**config.mk**
```make
export PLATFORM = sky130hd
export DESIGN_NAME = frame_pulse_gen
export DESIGN_NICKNAME = d
export VERILOG_FILES = /design/src/rtl/fpg_pkg.sv /design/src/rtl/fpg_counter.sv /design/src/rtl/fpg_regs.sv /design/src/rtl/fpg_shaper.sv /design/src/rtl/frame_pulse_gen.sv
export SDC_FILE = /design/constraint.sdc
export NUM_CORES = 1
export LEC_CHECK = 0
export ABC_CLOCK_PERIOD_IN_PS = 2400
export BUFFER_PORTS_ARGS = -buffer_cell sky130_fd_sc_hd__buf_2
export CORE_ASPECT_RATIO = 1.5
export CORE_MARGIN = 1
export CORE_UTILIZATION = 25
export DETAILED_ROUTE_END_ITERATION = 8
export PLACE_DENSITY = 0.49
export REMOVE_ABC_BUFFERS = 1
export SETUP_SLACK_MARGIN = 0.4
export SLEW_MARGIN = 20
export SYNTH_ARGS = -nofsm -noshare
export SYNTH_HDL_FRONTEND = slang
export SYNTH_SLANG_ARGS = --single-unit
```
**constraint.sdc**
```tcl
create_clock -name clk -period 2.4 [get_ports clk]
set_input_delay 0.48 -clock clk [delete_from_list [all_inputs] [get_ports clk]]
set_output_delay 0.48 -clock clk [all_outputs]
set_load 0.02 [all_outputs]
```
**src/rtl/fpg_pkg.sv**
```systemverilog
package fpg_pkg;
  localparam int OFF_W   = 11;
  localparam int FRAME_N = 1 << OFF_W;
  localparam int REG_W   = 8;
  localparam int LEN_W   = 7;

  typedef struct packed {
    logic [1:0]       mode;
    logic             wide;
    logic [1:0]       rate;
    logic [OFF_W-1:0] off;
  } fpg_cfg_t;

  // master cycles in one bit cell
  function automatic logic [LEN_W-1:0] cell_cycles(input logic [1:0] rate);
    logic [LEN_W-1:0] c;
    c = LEN_W'(8) >> rate;
    return c;
  endfunction

  function automatic logic [LEN_W-1:0] pulse_cycles(input logic [1:0] rate, input logic wide);
    return wide ? (cell_cycles(rate) << 3) : cell_cycles(rate);
  endfunction

  function automatic logic cfg_enabled(input fpg_cfg_t c);
    return c.mode[1] && (c.rate != 2'd3);
  endfunction

  // low idle only for inverted framing
  function automatic logic idle_level(input logic [1:0] mode);
    return mode != 2'd3;
  endfunction
endpackage

```
**src/rtl/fpg_counter.sv**
```systemverilog
module fpg_counter #(
  parameter int CNT_W = 11
) (
  input  logic             clk,
  input  logic             rst,
  output logic [CNT_W-1:0] cnt,
  output logic             frame_wrap
);
  localparam logic [CNT_W-1:0] LAST = '1;

  assign frame_wrap = (cnt == LAST);

  always_ff @(posedge clk) begin
    if (rst) cnt <= '0;
    else     cnt <= cnt + 1'b1;
  end

  assert_wrap_R9: assert property (@(posedge clk) disable iff (rst)
    frame_wrap |=> (cnt == '0));
  assert_step_R9: assert property (@(posedge clk) disable iff (rst)
    !frame_wrap |=> (cnt == $past(cnt) + 1'b1));
endmodule

```
**src/rtl/fpg_regs.sv**
```systemverilog
module fpg_regs
  import fpg_pkg::*;
#(
  parameter int DW = REG_W
) (
  input  logic          clk,
  input  logic          rst,
  input  logic          wr_en,
  input  logic          wr_addr,
  input  logic [DW-1:0] wr_data,
  input  logic          frame_wrap,
  output fpg_cfg_t      act
);
  logic [DW-1:0] start_sh, mode_sh;
  fpg_cfg_t      pend;

  always_ff @(posedge clk) begin
    if (rst) begin
      start_sh <= '0;
      mode_sh  <= '0;
    end else if (wr_en) begin
      if (wr_addr) mode_sh  <= wr_data;
      else         start_sh <= wr_data;
    end
  end

  // unpack the mode byte: [7:6] mode, [5] width, [4:3] rate, [2:0] offset high
  always_comb begin
    pend.mode = mode_sh[7:6];
    pend.wide = mode_sh[5];
    pend.rate = mode_sh[4:3];
    pend.off  = {mode_sh[OFF_W-DW-1:0], start_sh};
  end

  always_ff @(posedge clk) begin
    if (rst)             act <= '0;
    else if (frame_wrap) act <= pend;
  end

  assert_hold_R7: assert property (@(posedge clk) disable iff (rst)
    !frame_wrap |=> $stable(act));
endmodule

```
**src/rtl/fpg_shaper.sv**
```systemverilog
module fpg_shaper
  import fpg_pkg::*;
#(
  parameter int CNT_W = OFF_W,
  parameter int LW    = LEN_W
) (
  input  logic             clk,
  input  logic             rst,
  input  logic [CNT_W-1:0] cnt,
  input  fpg_cfg_t         act,
  output logic             pulse_on,
  output logic             fp_o
);
  logic          start;
  logic [LW-1:0] rem_q, w_q, run_len;
  logic          lvl_q;

  assign start    = cfg_enabled(act) && (cnt == act.off);
  assign pulse_on = (rem_q != '0);
  assign fp_o     = pulse_on ? lvl_q : idle_level(act.mode);

  always_ff @(posedge clk) begin
    if (rst) begin
      rem_q <= '0;
      w_q   <= '0;
      lvl_q <= 1'b0;
    end else if (start) begin
      rem_q <= pulse_cycles(act.rate, act.wide);
      w_q   <= pulse_cycles(act.rate, act.wide);
      lvl_q <= !idle_level(act.mode);
    end else if (pulse_on) begin
      rem_q <= rem_q - 1'b1;
    end
  end

  // checker-side length counter
  always_ff @(posedge clk) begin
    if (rst)           run_len <= '0;
    else if (start)    run_len <= '0;
    else if (pulse_on) run_len <= run_len + 1'b1;
  end

  assert_width_R5: assert property (@(posedge clk) disable iff (rst)
    $fell(pulse_on) |-> (run_len == w_q));
endmodule

```
**src/rtl/frame_pulse_gen.sv**
```systemverilog
module frame_pulse_gen
  import fpg_pkg::*;
(
  input  logic             clk,
  input  logic             rst,
  input  logic             wr_en,
  input  logic             wr_addr,
  input  logic [REG_W-1:0] wr_data,
  output logic             fp_o
);
  logic [OFF_W-1:0] cnt;
  logic             frame_wrap;
  logic             pulse_on;
  fpg_cfg_t         act;

  fpg_counter #(.CNT_W(OFF_W)) u_cnt (
    .clk(clk), .rst(rst), .cnt(cnt), .frame_wrap(frame_wrap)
  );

  fpg_regs #(.DW(REG_W)) u_regs (
    .clk(clk), .rst(rst), .wr_en(wr_en), .wr_addr(wr_addr),
    .wr_data(wr_data), .frame_wrap(frame_wrap), .act(act)
  );

  fpg_shaper #(.CNT_W(OFF_W), .LW(LEN_W)) u_shp (
    .clk(clk), .rst(rst), .cnt(cnt), .act(act),
    .pulse_on(pulse_on), .fp_o(fp_o)
  );

  assert_reset_R1: assert property (@(posedge clk)
    rst |=> fp_o);
  assert_level_R3: assert property (@(posedge clk) disable iff (rst)
    $rose(pulse_on) |-> (fp_o == ($past(act.mode) == 2'd3)));
  assert_quiet_R4: assert property (@(posedge clk) disable iff (rst)
    (!$past(cfg_enabled(act)) && !$past(pulse_on)) |-> !pulse_on);
endmodule

```
==> out/results.ini <==
[detailed_routing]
routed.top_layer=met4
viasPerCell=4.55
dr_wl_met3_um=65
vias=1701
drc_errors=0
route.met2.wl_mm=2.62
postRouteAntennaNets=0
dr.first_iter.drc_count=53
routedWlPerCell_um=13.2
firstDrtPassIters=4
wirelength_mm=4.92
m1WireLength_mm=2.13

[synth]
ys_warn_count=0
yosysSeqAreaShare_pct=43.9
synth_top_cell_by_area=dfxtp_1
synth_top_area_share_pct=43.9
syn-mean-instance-area_um2=9.49
ys_types=42
synthFlopType=dfxtp_1
netlist_area_mm2=0.00232
netlist_instances=245
synthTopCellsByArea=dfxtp_1, mux2i_1, xnor2_1
synth-edff-count=0
ys_ff_latch=51
synth-async-reset-ratio_pct=0

[clock_tree]
clkTransAtPathRegs_ps=70
cts_sinks=51
ctsHoldBuffers=0
tritoncts=yes
cts.path.max_buffers=2
clk_latency_ps=300
cts-htree-levels=2
cts_inserted_buffers=5
cts-root-buf=clkbuf_16

[setup_path]
crit_path_end_kind=output pin
crit_required_ps=1920
path_max_fanout=4
startpoint_type=register
reg2reg_slack_ps=540
worstPathArrival_ps=1490
worstSetupPathType=register to output pin

[floorplan]
die_height_um=120
dieArea_mm2=0.00970
coreArea_mm2=0.00893
ios=13
start_util_pct=26.0
rows=42
die_x_um=80.7

[placement]
place_hpwl_mm=3.57
io_buffers=12
place.gp.congestion=0.818

[power]
p_leak_nw=0.986
p_per_area_mw_per_mm2=884
peakVddDrop_uv=469

[timing]
grt_setup_unrepaired=yes
final_max_slew_viol_count=0
tightest_slew_ps=627
setup_tns_ps=0
clock_skew_ps=8.36
period_share_pct=82.1
finalSetupViolations=0
maxSlewHeadroom_pct=57.1
fin_crit_ps=1970
max_clock_freq_mhz=507
hold_viol=0

[finish]
diodes=0
drive_gt1_share_pct=19.3
final_cell_mix=dfxtp_1, nor2_1, mux2i_1, xnor2_1, nand2_1
final_common_cell=dfxtp_1
finish.utilization_pct=30.4
nets=278
syn2layout_area_growth_pct=17.0

[worst_hold_path]
hold_path.class=input pin to register

[global_routing]
grt_max_degree=41
antenna_found_initial=0
grt_pass1_vias=1700
gr-usage-all-layers_pct=11.5
grt_overflow=0
grt_pass1_wl_mm=8.45

[flow_run]
max-cap-violations=0

[run_status]
outcome=complete, no violations

==> where the power goes <==
group / switching, mW / internal, mW / leakage [nW]
combinational: 0.314 / 0.364 / 0.495
sequential: 0.0778 / 0.927 / 0.416
clock: 0.328 / 0.392 / 0.0746
==> through the flow <==
stage          total power [mW]  instances  hold WS, ps  setup WS, ps  cell area [µm²]
2_1_floorplan              1.36        233          430           361             2250
3_5_place_dp               1.52        361          451           406             2490
6_report                   2.40        374          443           429             2720
4_1_cts                    2.39        373          428           402             2690
3_3_place_gp               1.51        361          446           494             2490
5_1_grt                    2.55        374          447           365             2720
==> cell families (layout without fill, tap and decap cells) <==
logic type / Yosys count / in the layout / synth area share, %
adders and majority gates: 3 / 3 / 1.61
AOI/OAI and AO/OA: 25 / 25 / 6.67
buffers and inverters: 17 / 36 / 4.09
DFF: 51 / 51 / 43.9
and+or+nand+nor: 98 / 98 / 22.8
muxes: 29 / 29 / 12.6
xor gates and xnor gates: 22 / 22 / 8.29
==> repair_timing <==
item | in CTS | in global routing
gates resized for setup | 9 | 7
buffers inserted | 4 | 1
hold endpoints to repair | 0 | 0
endpoints found under the setup margin | 1 | 1
pin swaps | 1 | 2
==> path summary, 6_finish.rpt <==
kind | from | to | cells past startpoint
hold / removal | wr_data[3] | u_regs.start_sh[3] | 3
setup / recovery | u_shp.rem_q[2] | fp_o | 5
hold reg to reg | u_regs.mode_sh[6] | u_regs.mode_sh[6] | 2
setup reg to reg | u_shp.rem_q[1] | u_shp.rem_q[3] | 7
==> metal layers <==
| metal | global-route usage (%) | vias up |
|---|---|---|
| met5 | 0 | - |
| met4 | 5.80 | 0 |
| met3 | 1.83 | 5 |
| met2 | 20.6 | 15 |
| met1 | 12.8 | 790 |
| li1 | - | 891 |
==> area by class of cell <==
class,count,area [µm²]
well taps,110,138
fillers,944,6210
repair buffers,23,145
clock inverters,3,22.5
flip-flops and latches,51,1030
clock buffers,5,125
inverters,5,18.8
multi-input cells,177,1240
==> registers in the layout, summed over array words and instances (netlist names) <==
| name | cells |
|---|---|
| u_cnt.cnt | 11 |
| u_regs.act | 16 |
| u_regs.mode_sh | 8 |
| u_regs.start_sh | 8 |
| u_shp.lvl_q | 1 |
| u_shp.rem_q | 7 |
==> cell usage after synthesis (5+ instances only) <==
cell type	instances
nand3_1	11
xor2_1	6
nand2_1	14
nor3_1	6
mux2i_1	27
dfxtp_1	51
a21oi_1	12
inv_1	5
clkbuf_1	8
xnor2_1	16
nand4_1	9
nor2_1	36
==> critical path, stage by stage (launching register included) <==
cell	delay, ps
dfxtp_4	360
nor4_4	300
and2_4	210
nor2_2	30
a31oi_1	140
buf_4	160
(Power assumes the default switching activity.)
